==> config.mk <==
export PLATFORM = sky130hd
export DESIGN_NAME = pwr_mode_seq
export DESIGN_NICKNAME = d
export VERILOG_FILES = /design/src/rtl/pms_pkg.sv /design/src/rtl/pms_edge_sync.sv /design/src/rtl/pms_fuse_timer.sv /design/src/rtl/pms_wake_qual.sv /design/src/rtl/pwr_mode_seq.sv
export SDC_FILE = /design/constraint.sdc
export NUM_CORES = 1
export LEC_CHECK = 0
export ABC_CLOCK_PERIOD_IN_PS = 2000
export BUFFER_PORTS_ARGS = -buffer_cell sky130_fd_sc_hd__buf_4
export CORE_ASPECT_RATIO = 2
export CORE_MARGIN = 4
export CORE_UTILIZATION = 30
export CTS_CLUSTER_SIZE = 20
export DETAILED_ROUTE_END_ITERATION = 12
export PLACE_DENSITY = 0.51
export SYNTH_ARGS = -nofsm -noshare
export SYNTH_HDL_FRONTEND = slang
export SYNTH_SLANG_ARGS = --single-unit
==> constraint.sdc <==
create_clock -name clk -period 2 [get_ports clk]
set_clock_uncertainty 0.15 [all_clocks]
set_input_delay 0.5 -clock clk [delete_from_list [all_inputs] [get_ports clk]]
set_output_delay 0.5 -clock clk [all_outputs]
set_load 0.1 [all_outputs]
==> src/rtl/pms_pkg.sv <==
package pms_pkg;
  typedef enum logic [2:0] {
    PM_UVLO  = 3'd0,
    PM_FUSE  = 3'd1,
    PM_NORM  = 3'd2,
    PM_LPM   = 3'd3,
    PM_CHECK = 3'd4
  } pm_mode_t;

  function automatic logic pm_fast_osc(input pm_mode_t m);
    return (m == PM_UVLO) || (m == PM_FUSE) || (m == PM_NORM);
  endfunction

  function automatic logic pm_active(input pm_mode_t m);
    return m == PM_NORM;
  endfunction

  function automatic logic pm_pin_allowed(input int idx, input logic wake_en);
    return (idx != 0) || wake_en;
  endfunction
endpackage

==> src/rtl/pms_edge_sync.sv <==
module pms_edge_sync #(
  parameter logic IDLE = 1'b1
) (
  input  logic clk,
  input  logic rst_n,
  input  logic din,
  output logic rise,
  output logic fall
);
  logic s1, s2, s3;

  always_ff @(posedge clk or negedge rst_n) begin
    if (!rst_n) begin
      s1 <= IDLE;
      s2 <= IDLE;
      s3 <= IDLE;
    end else begin
      s1 <= din;
      s2 <= s1;
      s3 <= s2;
    end
  end

  assign rise = s2 & ~s3;
  assign fall = s3 & ~s2;

  // one edge yields a single-cycle event
  p_edge_once_r11: assert property (@(posedge clk) disable iff (!rst_n)
    (fall || rise) |=> !(fall || rise));
endmodule

==> src/rtl/pms_fuse_timer.sv <==
module pms_fuse_timer #(
  parameter int CYC = 200
) (
  input  logic clk,
  input  logic rst_n,
  input  logic run,
  output logic done
);
  localparam int CNT_W = (CYC > 2) ? $clog2(CYC) : 1;
  localparam logic [CNT_W-1:0] LAST = CNT_W'(CYC - 1);

  logic [CNT_W-1:0] cnt;

  always_ff @(posedge clk or negedge rst_n) begin
    if (!rst_n)
      cnt <= '0;
    else if (!run)
      cnt <= '0;
    else if (cnt != LAST)
      cnt <= cnt + 1'b1;
  end

  assign done = run && (cnt == LAST);

  // every fuse interval starts counting from zero
  p_fuse_start_r2: assert property (@(posedge clk) disable iff (!rst_n)
    $rose(run) |-> cnt == '0);
endmodule

==> src/rtl/pms_wake_qual.sv <==
module pms_wake_qual (
  input  logic [2:0] pin_fall,
  input  logic       wake_pin_en,
  input  logic       cos_rise,
  input  logic       cos_en,
  input  logic       tmr_rise,
  output logic       direct_wake,
  output logic       pin_wake,
  output logic       cs_wake
);
  import pms_pkg::*;

  logic [2:0] allowed;

  for (genvar i = 0; i < 3; i++) begin : g_pin
    assign allowed[i] = pin_fall[i] & pm_pin_allowed(i, wake_pin_en);
  end

  assign direct_wake = (cos_rise & cos_en) | tmr_rise;
  assign pin_wake    = |allowed;
  assign cs_wake     = allowed[2];
endmodule

==> src/rtl/pwr_mode_seq.sv <==
module pwr_mode_seq #(
  parameter int FUSE_CYC = 200
) (
  input  logic       clk,
  input  logic       rst_n,
  input  logic       supply_ok,
  input  logic       lpm_cmd,
  input  logic       wake_cos,
  input  logic       cos_en,
  input  logic       timer_exp,
  input  logic       wake_pin_n,
  input  logic       wake_pin_en,
  input  logic       int_n,
  input  logic       cs_n,
  input  logic       vddq_ok,
  input  logic       spi_reply,
  input  logic       fault_in,
  output logic [2:0] mode,
  output logic       spi_en,
  output logic       miso_en,
  output logic       osc_fast_en,
  output logic       amux_en,
  output logic       wake_n,
  output logic       wake_evt,
  output logic       reply_invalid,
  output logic       fault_flag
);
  import pms_pkg::*;

  pm_mode_t   state_q, state_d;
  logic [2:0] pins, pin_fall, pin_rise;
  logic       cos_rise, cos_fall, tmr_rise, tmr_fall;
  logic       direct_wake, pin_wake, cs_wake, fuse_done;
  logic       cs_hit_q, evt_q, inv_q, fault_q;
  logic       enter_lpm, woke;

  assign pins = {cs_n, int_n, wake_pin_n};

  for (genvar i = 0; i < 3; i++) begin : g_pin_sync
    pms_edge_sync #(.IDLE(1'b1)) u_sync (
      .clk(clk), .rst_n(rst_n), .din(pins[i]),
      .rise(pin_rise[i]), .fall(pin_fall[i]));
  end

  pms_edge_sync #(.IDLE(1'b0)) u_cos_sync (
    .clk(clk), .rst_n(rst_n), .din(wake_cos), .rise(cos_rise), .fall(cos_fall));

  pms_edge_sync #(.IDLE(1'b0)) u_tmr_sync (
    .clk(clk), .rst_n(rst_n), .din(timer_exp), .rise(tmr_rise), .fall(tmr_fall));

  pms_wake_qual u_qual (
    .pin_fall(pin_fall), .wake_pin_en(wake_pin_en), .cos_rise(cos_rise),
    .cos_en(cos_en), .tmr_rise(tmr_rise), .direct_wake(direct_wake),
    .pin_wake(pin_wake), .cs_wake(cs_wake));

  pms_fuse_timer #(.CYC(FUSE_CYC)) u_fuse (
    .clk(clk), .rst_n(rst_n), .run(state_q == PM_FUSE), .done(fuse_done));

  always_comb begin
    state_d = state_q;
    unique case (state_q)
      PM_UVLO:  if (supply_ok) state_d = PM_FUSE;
      PM_FUSE:  if (fuse_done) state_d = PM_NORM;
      PM_NORM:  if (lpm_cmd) state_d = PM_LPM;
      PM_LPM:   if (direct_wake) state_d = PM_NORM;
                else if (pin_wake) state_d = PM_CHECK;
      PM_CHECK: state_d = vddq_ok ? PM_NORM : PM_LPM;
      default:  state_d = PM_UVLO;
    endcase
    if (!supply_ok) state_d = PM_UVLO;
  end

  assign enter_lpm = (state_q == PM_NORM) && (state_d == PM_LPM);
  assign woke      = (state_q == PM_LPM || state_q == PM_CHECK) && (state_d == PM_NORM);

  always_ff @(posedge clk or negedge rst_n) begin
    if (!rst_n) begin
      state_q  <= PM_UVLO;
      cs_hit_q <= 1'b0;
      evt_q    <= 1'b0;
      inv_q    <= 1'b0;
      fault_q  <= 1'b0;
    end else begin
      state_q <= state_d;
      if (state_q == PM_LPM && pin_wake) cs_hit_q <= cs_wake;
      if (enter_lpm) evt_q <= 1'b0;
      else if (woke) evt_q <= 1'b1;
      if (enter_lpm) inv_q <= 1'b0;
      else if (woke && state_q == PM_CHECK && cs_hit_q) inv_q <= 1'b1;
      else if (state_q == PM_NORM && spi_reply) inv_q <= 1'b0;
      if (enter_lpm) fault_q <= 1'b0;
      else if (state_q == PM_NORM && fault_in) fault_q <= 1'b1;
    end
  end

  assign mode          = state_q;
  assign spi_en        = pm_active(state_q);
  assign miso_en       = pm_active(state_q);
  assign amux_en       = pm_active(state_q);
  assign osc_fast_en   = pm_fast_osc(state_q);
  assign wake_n        = ~pm_active(state_q);
  assign wake_evt      = evt_q;
  assign reply_invalid = inv_q;
  assign fault_flag    = fault_q;

  // supply loss forces lockout
  p_drop_uvlo_r5: assert property (@(posedge clk) disable iff (!rst_n)
    !supply_ok |=> state_q == PM_UVLO);

  // low power reached only through the command in normal mode
  p_lpm_entry_r4: assert property (@(posedge clk) disable iff (!rst_n)
    (state_q != PM_LPM && state_q != PM_CHECK && !(state_q == PM_NORM && lpm_cmd))
      |=> state_q != PM_LPM);

  // dead logic supply sends the chip back with no report
  p_vddq_low_r8: assert property (@(posedge clk) disable iff (!rst_n)
    (state_q == PM_CHECK && !vddq_ok && supply_ok) |=> (state_q == PM_LPM && !evt_q));

  // no fault held while in low power
  p_no_lpm_fault_r10: assert property (@(posedge clk) disable iff (!rst_n)
    state_q == PM_LPM |-> !fault_q);

  // invalid-reply mark only after a chip-select wake
  p_inv_cs_r9: assert property (@(posedge clk) disable iff (!rst_n)
    $rose(inv_q) |-> $past(cs_hit_q));
endmodule

---- After elaboration in Yosys (flattened, before gate mapping) ----
Cells that the tools add are included.
W data, S select, Z words.
storage, ports and cells
  input port bits ......................... 14
  word-level logic and storage cells ...... 77
  bits in registers ....................... 30
  output and inout bits ................... 11
operators by class
  reductions and logical operators ........ 16
  add/subtract/negate cells ............... 1
  muxes and demuxes ....................... 16
  equal/unequal tests ..................... 9
  bitwise gates (word level) .............. 14
operators with widths
  kind                   number
  $mux W8                2
  $mux W3                5
  $pmux W3 S5            1
  $eq A3 B2 Y1 const B   4
  $add A8 B1 Y8 const B  1
  $eq A8 B8 Y1 const B   1
  $logic_and A1 B1 Y1    8
  $mux W1                8
  $ne A8 B8 Y1 const B   1
  $and A1 B1 Y1          7
  $not A1 Y1             6
  $reduce_bool A2 Y1     2
  $eq A3 B1 Y1 const B   1
  $eq A3 B3 Y1 const B   1
  $logic_not A3 Y1       1
  $logic_or A1 B1 Y1     3
  $reduce_bool A3 Y1     1
  $reduce_or A3 Y1       1
  $ne A2 B2 Y1 const B   1
  $or A1 B1 Y1           1

---- Logic depth before layout (Yosys ltp) ----
Gate-level depths: netlist (run 1).
  word-level depth ........................ 14
  gate-level depth with buffers ........... 5
  mapped depth without buffers ............ 5

---- By module ----
From an unflattened synthesis (run 1), not the netlist that was laid out.
second synthesis, totals
  cells, all modules ...................... 117
  area, all modules ....................... 1357.6 µm²
by module, submodules not included
  module                                    times used  cells an instance  sequential area each (µm²)  area an instance (µm²)
  pms_fuse_timer                            1           42                 200.2                       444.2
  pwr_mode_seq                              1           47                 175.2                       427.9
  pms_edge_sync (g_pin_sync[0].u_sync ...)  3           5                  78.8                        93.8
  pms_edge_sync (u_cos_sync ...)            2           5                  75.1                        90.1
  pms_wake_qual                             1           3                  0.0                         23.8

---- Worst setup path before layout (run 1) ----
Ideal clock, no wire load.
  kind .................................... reg-to-output
  start point ............................. reg state_q[1] (netlist: mode[1])
  end point ............................... out wake_n
  path slack .............................. -2.182 ns
  data arrival time ....................... 3.532 ns
  path buffers ............................ 1
  data required time ...................... 1.350 ns
  cell stages (with the launch flop) ...... 4
  cells stage by stage .................... dfrtp_1 > buf_2 > nor3b_2 > inv_1
on the way
  longest elaborated chain between the ends .. 2
ends and longest elaborated chain
  element                 line                 text
  from (decl)             pwr_mode_seq.sv:30   pm_mode_t state_q, state_d;
  from (signal assigned)  pwr_mode_seq.sv:84   state_q <= state_d;
  $eq A3 B2 Y1            n/a
  named net amux_en       pwr_mode_seq.sv:22   output logic amux_en,
  $not A1 Y1              pwr_mode_seq.sv:101  assign wake_n = ~pm_active(state_q);
  to (decl)               pwr_mode_seq.sv:23   output logic wake_n,
The timed path passes the listed nets, and every way through them passes these cells.

---- Worst setup path in the final report (run 1) ----
  start point ............................. reg state_q[1] (netlist: mode[1])
  end point ............................... out wake_n
on the way
  longest elaborated chain between the ends .. 2
ends and longest elaborated chain
  element       line                 text
  $eq A3 B2 Y1  pms_pkg.sv:15        return m == PM_NORM;
  $not A1 Y1    pwr_mode_seq.sv:101
No other way between the ends.

==> results of run 1 <==
==> layer usage <==
layer,global-route usage,vias to the layer above
li1,-,417
met1,0.123,414
met2,0.178,18
met3,0.0275,5
met4,0.0669,0
met5,0,-
==> final cells by class <==
cell class | instances | area, sq um | area share
Clock buffer | 6 | 82.6 | 0.0509
Clock inverter | 2 | 12.5 | 0.00772
Multi-Input combinational cell | 66 | 422 | 0.260
Tap cell | 51 | 63.8 | 0.0394
Timing Repair Buffer | 29 | 251 | 0.155
Sequential cell | 30 | 771 | 0.475
Inverter | 4 | 18.8 | 0.0116
==> final timing paths <==
kind	startpoint	endpoint	slack (ps)	cells after the start
max	mode[1]	wake_n	-30	4
min reg2reg	u_tmr_sync.s1	u_tmr_sync.s2	200	0
max reg2reg	u_fuse.cnt[0]	u_fuse.cnt[1]	240	5
min	cs_n	g_pin_sync[2].u_sync.s1	180	1
max in group asynchronous	rst_n	g_pin_sync[0].u_sync.s1	850	2
min in group asynchronous	rst_n	u_fuse.cnt[6]	520	2
==> cell usage in the layout, fill, tap and decap left out, types with 2 or more instances in the layout <==
cell type,instances
nor3_1,4
clkbuf_8,6
nor2_1,13
dfrtp_4,2
dfrtp_1,18
and3_1,2
nand2_1,8
nor2b_1,2
inv_1,3
dfstp_2,9
buf_4,22
nand3_1,5
a21oi_1,3
clkinvlp_4,2
o21ai_0,4
xor2_1,5
buf_6,5
==> metrics by stage <==
stage                      util  area (sq um)  worst slack [ps]
final                     0.418          1620             -26.2
after global routing      0.418          1620             -83.8
after CTS                 0.414          1610             -42.9
after detailed placement  0.378          1470               109
after global placement    0.378          1470               148
after floorplan               -          1250             -1350
==> logic make-up (layout without fill, tap and decap cells) <==
logic type,after synthesis,after routing
flops,30,30
xor+xnor,6,6
buf+inv,9,41
simple gates,44,44
mux,1,1
fa+ha+maj,1,1
compound gates,14,14
==> sequential cells by signal, summed over array words and instances (netlist names), 3 cells and up <==
name                  cells
mode                      3
u_fuse.cnt                8
g_pin_sync.u_sync.s2      3
g_pin_sync.u_sync.s3      3
g_pin_sync.u_sync.s1      3
==> where the power goes <==
| part | switching (mW) | internal [mW] | total [mW] |
|---|---|---|---|
| clock | 0.217 | 0.276 | 0.493 |
| sequential | 0.0153 | 0.646 | 0.661 |
| combinational | 0.107 | 0.0472 | 0.154 |
| total | 0.339 | 0.969 | 1.31 |
==> timing repair <==
action / CTS / global route
pin swaps: 1 / 0
setup endpoints to repair: 5 / 5
hold endpoints to repair: 8 / 0
hold buffers: 1 / 0
setup buffers: 2 / 0
gates resized for setup: 5 / 4
==> results.yml, run 1 <==
global_routing:
  grt_pass1_wl_microns: 4200
  grt_pass1_vias: 938
  grt_overflow: 0
  antenna_found_initial: 0
  track_usage: 0.110
  grt_start_max_net_pins: 31
die:
  start_util: 0.314
  rows: 32
  die_area_sq_um: 5210
  die_w_microns: 53.1
  die_h_microns: 98.1
  core_area_sq_um: 3880
  ios: 25
synth:
  synth_fa_ha_area_frac: 0.0103
  ys_top_cells_by_area: "dfrtp_1, dfstp_2, nor2_1, xor2_1, nand2_1"
  muxShareOfSynthArea: 0.00821
  yosys.area.top_type: "dfrtp_1"
  yosysWarnings: 0
  synth_async_sr_flop_share: 1.00
  synth_top_family_by_area: "simple AND/OR/NAND/NOR gates"
  synthFlopType: "dfrtp_1"
  synth_compound_area_frac: 0.0729
  yosys.area_share.simple: 0.203
  synth_top_area_share: 0.431
  synth_enable_flop_cells: 0
  ys_types: 34
  synth_xor_area_frac: 0.0431
  syn_area_per_cell_sq_um: 11.6
  synthCells: 105
  yosysSeqAreaShare: 0.625
  netlist_area_sq_um: 1220
  synth-seq-cells: 30
  post-synth-top-count-cell: "dfrtp_1"
  syn_nets: 120
  synthTopCellsByCount: "dfrtp_1, nor2_1, dfstp_2"
place:
  numPortBuffers: 24
  gp_congestion: 0.724
  hpwlAfterDp_microns: 1690
  dp.cells: 177
setup_path:
  cp_max_fo: 10
  critical_path.endpoint_type: "output port"
  cp_top_family: "flip-flops"
  crit_slowest_cell: "dfrtp_4"
  crit_arrival_ps: 1380
  cp_num_buf_inv: 3
  slowest_delay_ps: 470
  cp_cell_sequence: "nor3b_4 > buf_6 > clkinvlp_4 > buf_12"
  worstSetupStartpointType: "flip-flop"
  path_class: "flip-flop to output port"
  cp_data_required_time_ps: 1350
final_layout:
  final_cell_count_no_fill: 188
  diodes: 0
  fin_nets: 151
  fillers: 402
  area_growth_pct: 33.1
  final_layout_size_suffix_gt1_frac: 0.401
clocking:
  cts_tree: "yes"
  clockBufferDepth: 2
  clkLatencyLatePin_ps: 270
  numCtsBuffers: 5
  cts_sinks: 30
  htree_levels: 2
  root_buffer: "clkbuf_8"
  cts.clk_slew.worst_paths_ps: 60
flow_run:
  maxCapViolCount: 0
timing:
  hold_viol_final: 0
  period_share: 1.01
  finalSetupViolCount: 1
  whs_ps: 183
  fmax_mhz: 494
  slew-limit-headroom: 0.682
  slew_violations: 0
  fin_ws_ps: -26.2
  setup_tns_ps: -26.2
  rsz0062_at_grt: "true"
  min_period_ps: 2030
  worst_pin_slew_ps: 473
status:
  failed_checks: "negative setup slack"
  run_status: "finished, violations left"
route:
  routed_via_density: 4.54
  ant_nets: 0
  routed.top_layer: "met4"
  wl_met2_microns: 1270
  routed_wl_microns: 2260
  wl_met1_microns: 849
  wl_met3_microns: 92
  drc: 0
  num_vias: 854
  routedWlPerCell_microns: 12.0
  initialDrtViolationCount: 19
  dr.pass1.iters: 4
power_and_ir_drop:
  leakage_nw: 0.729
  ir_drop_mv: 0.648
  power-per-cell-area_nw_per_um2: 807
  power_mw: 1.31
min_path:
  hp-class: "input pin to flip-flop"
(Power assumes the default switching activity.)
==> run 2: changes to the inputs <==
--- a/config.mk
+++ b/config.mk
@@ -5,10 +5,9 @@
 export SDC_FILE = /design/constraint.sdc
 export NUM_CORES = 1
 export LEC_CHECK = 0
-export ABC_CLOCK_PERIOD_IN_PS = 2000
+export ABC_CLOCK_PERIOD_IN_PS = 2520
 export BUFFER_PORTS_ARGS = -buffer_cell sky130_fd_sc_hd__buf_4
 export CORE_ASPECT_RATIO = 2
-export CORE_MARGIN = 4
 export CORE_UTILIZATION = 30
 export CTS_CLUSTER_SIZE = 20
 export DETAILED_ROUTE_END_ITERATION = 12
==> constraint.sdc (replaced) <==
create_clock -name clk -period 2.52 [get_ports clk]
set_clock_uncertainty 0.15 [all_clocks]
set_input_delay 0.63 -clock clk [delete_from_list [all_inputs] [get_ports clk]]
set_output_delay 0.63 -clock clk [all_outputs]
set_load 0.1 [all_outputs]
==> run 2 against run 1 <==
Net effect: the run now ends clean; first-iteration DRC count down 37%; combinational power down 25%; worst setup slack better by 220 ps; sequential cell count unchanged; final cell count down 2.7%; clock-buffer cell count unchanged; hold slack worse by 64 ps; sequential share of layout area up 2.3 points; final area down 4.6%; register-to-register slack better by 530 ps; total power down 21%; critical path depth down 1; critical path type unchanged; critical endpoint unchanged; largest cell class unchanged.
==> results.yml, run 2 (synthesis gave the netlist of run 1 again) <==
route:
  routed_via_density: 4.63
  ant_nets: 0
  initialDrtViolationCount: 12
  num_vias: 847
  routed_wl_microns: 2070
  drc: 0
  dr.pass1.iters: 5
  routedWlPerCell_microns: 11.3
timing:
  fmax_mhz: 429
  finalSetupViolCount: 0
  slew_violations: 0
  period_share: 0.925
  setup_tns_ps: 0
  fin_ws_ps: 190
  worst_pin_slew_ps: 471
  rsz0062_at_grt: "false"
  hold_viol_final: 0
  slew-limit-headroom: 0.683
  min_period_ps: 2330
final_layout:
  final_common_cell: "buf_4"
  fillers: 416
  final_layout_size_suffix_gt1_frac: 0.379
  fin_nets: 146
  multi_input_area_sq_um: 418
  largest_reg_flops: 8
  final-seq-area_sq_um: 771
  utilization: 0.398
  layout_common_cells: "buf_4, dfrtp_1, nor2_1"
  area_growth_pct: 26.9
  final_cell_count_no_fill: 183
  diodes: 0
  top_register: "u_fuse.cnt"
clocking:
  post_cts_buffers: 0
  numCtsBuffers: 5
  cts_sinks: 30
  htree_levels: 2
  cts.clk_slew.worst_paths_ps: 60
  cts_tree: "yes"
  clkLatencyLatePin_ps: 270
  root_buffer: "clkbuf_8"
  cts_resized: 0
  cts_hold_buffers: 0
  clockBufferDepth: 2
setup_path:
  crit_arrival_ps: 1550
  critical_path.endpoint_type: "output port"
  reg2reg_depth: 5
  path_class: "flip-flop to output port"
  cp_max_fo: 10
  cp_data_required_time_ps: 1740
  worstSetupStartpointType: "flip-flop"
global_routing:
  track_usage: 0.111
  grtUsageMet3: 0.0295
  grt_pass1_vias: 786
  met1_usage: 0.112
  antenna_found_initial: 0
  grt_busiest_layer: "met2"
  grtUsageMet2: 0.186
  grt_pass1_wl_microns: 3330
  grt_start_max_net_pins: 31
  grt_overflow: 0
power_and_ir_drop:
  leakage_nw: 0.692
  ir_drop_mv: 0.404
  power_mw: 1.03
  power-per-cell-area_nw_per_um2: 668
flow_run:
  maxCapViolCount: 0
place:
  dp.cells: 175
  gp_congestion: 0.773
  numPortBuffers: 24
  hpwlAfterDp_microns: 1530
  dp_worst_setup_slack_ps: 473
min_path:
  hp-class: "input pin to asynchronous set/reset pin"
die:
  die_area_sq_um: 4340
  ios: 25
  die_w_microns: 47.1
  start_util: 0.314
  die_h_microns: 92.1
  core_area_sq_um: 3880
  rows: 32
status:
  run_status: "finished clean"
run 2: per-layer routing:
| layer | vias to the layer above | part of all wire |
|---|---|---|
| li1 | 406 | - |
| met1 | 413 | 0.38 |
| met2 | 26 | 0.56 |
| met3 | 2 | 0.041 |
| met4 | 0 | 0.014 |
| met5 | - | 0 |
run 2: path summary, 6_finish.rpt:
check | startpoint | to | slack [ps]
max | mode[2] | wake_n | 190
min | rst_n | u_fuse.cnt[4] | 120
max reg2reg | u_fuse.cnt[0] | u_fuse.cnt[1] | 770
min reg2reg | u_tmr_sync.s1 | u_tmr_sync.s2 | 200
max in group asynchronous | rst_n | g_pin_sync[2].u_sync.s3 | 1780
min in group clk | u_tmr_sync.s1 | u_tmr_sync.s2 | 200
run 2: report_power, final:
part / internal, mW / switching [mW] / leakage [nW] / total, mW
registers: 0.512 / 0.0158 / 0.359 / 0.528
clock network: 0.219 / 0.171 / 0.0472 / 0.390
logic: 0.0349 / 0.0802 / 0.286 / 0.115
run 2: final cells by class:
class                   instances  share of cell area
clock buffers                   6              0.0534
clock inverters                 2             0.00809
inverters                       4              0.0121
multi-input cells              66               0.270
flip-flops and latches         30               0.498
well taps                      51              0.0413
repair buffers                 24               0.117
run 2: worst max-delay path, stage by stage, from the launching register on:
cell	delay [ps]
dfrtp_4	530
nor3b_4	380
clkinvlp_4	130
buf_4	240
run 2: metrics by stage:
stage / instance area (sq um) / hold slack [ps]
after floorplan: 1250 / 181
after global placement: 1450 / 182
after detailed placement: 1450 / 189
after CTS: 1550 / 128
after global routing: 1550 / 148
final: 1550 / 119
==> run 3: changes to the inputs <==
--- a/config.mk
+++ b/config.mk
@@ -12,6 +12,7 @@
 export CTS_CLUSTER_SIZE = 20
 export DETAILED_ROUTE_END_ITERATION = 12
 export PLACE_DENSITY = 0.51
+export REMOVE_ABC_BUFFERS = 1
 export SYNTH_ARGS = -nofsm -noshare
 export SYNTH_HDL_FRONTEND = slang
 export SYNTH_SLANG_ARGS = --single-unit
==> run 3 against run 2 <==
Net effect: worst setup slack worse by 19 ps; final cell count stayed put; first-iteration DRC count fell by 83%; critical endpoint is now miso_en; largest cell class unchanged.
==> results.yml, run 3 (synthesis gave the netlist of run 1 again) <==
status:
  run_status: "finished clean"
route:
  num_vias: 838
  drc: 0
  initialDrtViolationCount: 2
  routedWlPerCell_microns: 11.5
  routed_wl_microns: 2110
  dr.pass1.iters: 3
  routed_via_density: 4.58
  ant_nets: 0
die:
  rows: 32
  die_area_sq_um: 4340
  die_h_microns: 92.1
  die_w_microns: 47.1
  start_util: 0.314
  core_area_sq_um: 3880
  ios: 25
power_and_ir_drop:
  ir_drop_mv: 0.385
  leakage_nw: 0.710
  power_mw: 1.13
  power-per-cell-area_nw_per_um2: 731
clocking:
  numCtsBuffers: 5
  root_buffer: "clkbuf_8"
  cts_resized: 0
  cts_tree: "yes"
  clockBufferDepth: 2
  clkLatencyLatePin_ps: 280
  cts.clk_slew.worst_paths_ps: 60
  htree_levels: 2
  post_cts_buffers: 0
  cts_sinks: 30
  cts_hold_buffers: 0
final_layout:
  final_cell_count_no_fill: 183
  fin_nets: 146
  diodes: 0
  final_layout_size_suffix_gt1_frac: 0.341
  final_common_cell: "buf_4"
  layout_common_cells: "buf_4, dfrtp_1, nor2_1"
  top_register: "u_fuse.cnt"
  area_growth_pct: 27.1
  largest_reg_flops: 8
  final_area_sq_um: 1550
global_routing:
  antenna_found_initial: 0
  track_usage: 0.116
  grt_pass1_vias: 845
  grt_pass1_wl_microns: 3520
  grt_start_max_net_pins: 31
  grt_overflow: 0
setup_path:
  path_class: "flip-flop to output port"
  crit_arrival_ps: 1570
  cp_max_fo: 12
  worstSetupStartpointType: "flip-flop"
  critical_path.endpoint_type: "output port"
  cp_data_required_time_ps: 1740
place:
  numPortBuffers: 24
  dp.cells: 175
  postPlaceCellArea_sq_um: 1430
  hpwlAfterDp_microns: 1560
  gp_congestion: 0.767
timing:
  finalSetupViolCount: 0
  slew_violations: 0
  whs_ps: 115
  period_share: 0.932
  slew-limit-headroom: 0.667
  hold_viol_final: 0
  min_period_ps: 2350
  rsz0062_at_grt: "false"
  fmax_mhz: 426
  worst_pin_slew_ps: 496
  setup_tns_ps: 0
flow_run:
  maxCapViolCount: 0
min_path:
  hp-class: "input pin to asynchronous set/reset pin"
run 3: final timing paths:
kind / start / end / slack, ps / cells after the start
max: mode[0] / miso_en / 170 / 2
min: rst_n / u_fuse.cnt[6] / 120 / 1
max reg2reg: u_fuse.cnt[0] / u_fuse.cnt[1] / 730 / 5
min reg2reg: g_pin_sync[2].u_sync.s1 / g_pin_sync[2].u_sync.s2 / 200 / 0
max in group asynchronous: rst_n / g_pin_sync[1].u_sync.s1 / 1790 / 1
min in group clk: g_pin_sync[2].u_sync.s1 / g_pin_sync[2].u_sync.s2 / 200 / 0
run 3: metrics by stage:
stage                     setup WS, ps  utilization
after floorplan                  -4750            -
after detailed placement           430        0.369
final                              171        0.399
after global placement             480        0.369
after CTS                          139        0.399
after global routing              7.43        0.399
run 3: power breakdown:
group          internal [mW]  switching [mW]  total [mW]
clock                  0.322           0.169       0.490
sequential             0.512          0.0154       0.528
combinational         0.0347          0.0801       0.115
run 3: critical path, cell delays in order (launching register included):
cell and delay (ps):
dfrtp_1 490, nor3b_2 440, buf_4 370
run 3: routing by layer:
metal / share of wire / global-route usage / wire length (microns)
met1: 0.39 / 0.116 / 818
met2: 0.53 / 0.191 / 1130
met3: 0.047 / 0.0413 / 99
met4: 0.032 / 0.0714 / 68
met5: 0 / 0 / 0
run 3: layout make-up:
| class | count | area [sq um] |
|---|---|---|
| well taps | 51 | 63.8 |
| clock buffers | 7 | 86.3 |
| multi-input cells | 66 | 412 |
| inverters | 4 | 15.0 |
| fillers | 427 | 2330 |
| clock inverters | 1 | 30.0 |
| flip-flops and latches | 30 | 762 |
| repair buffers | 24 | 180 |
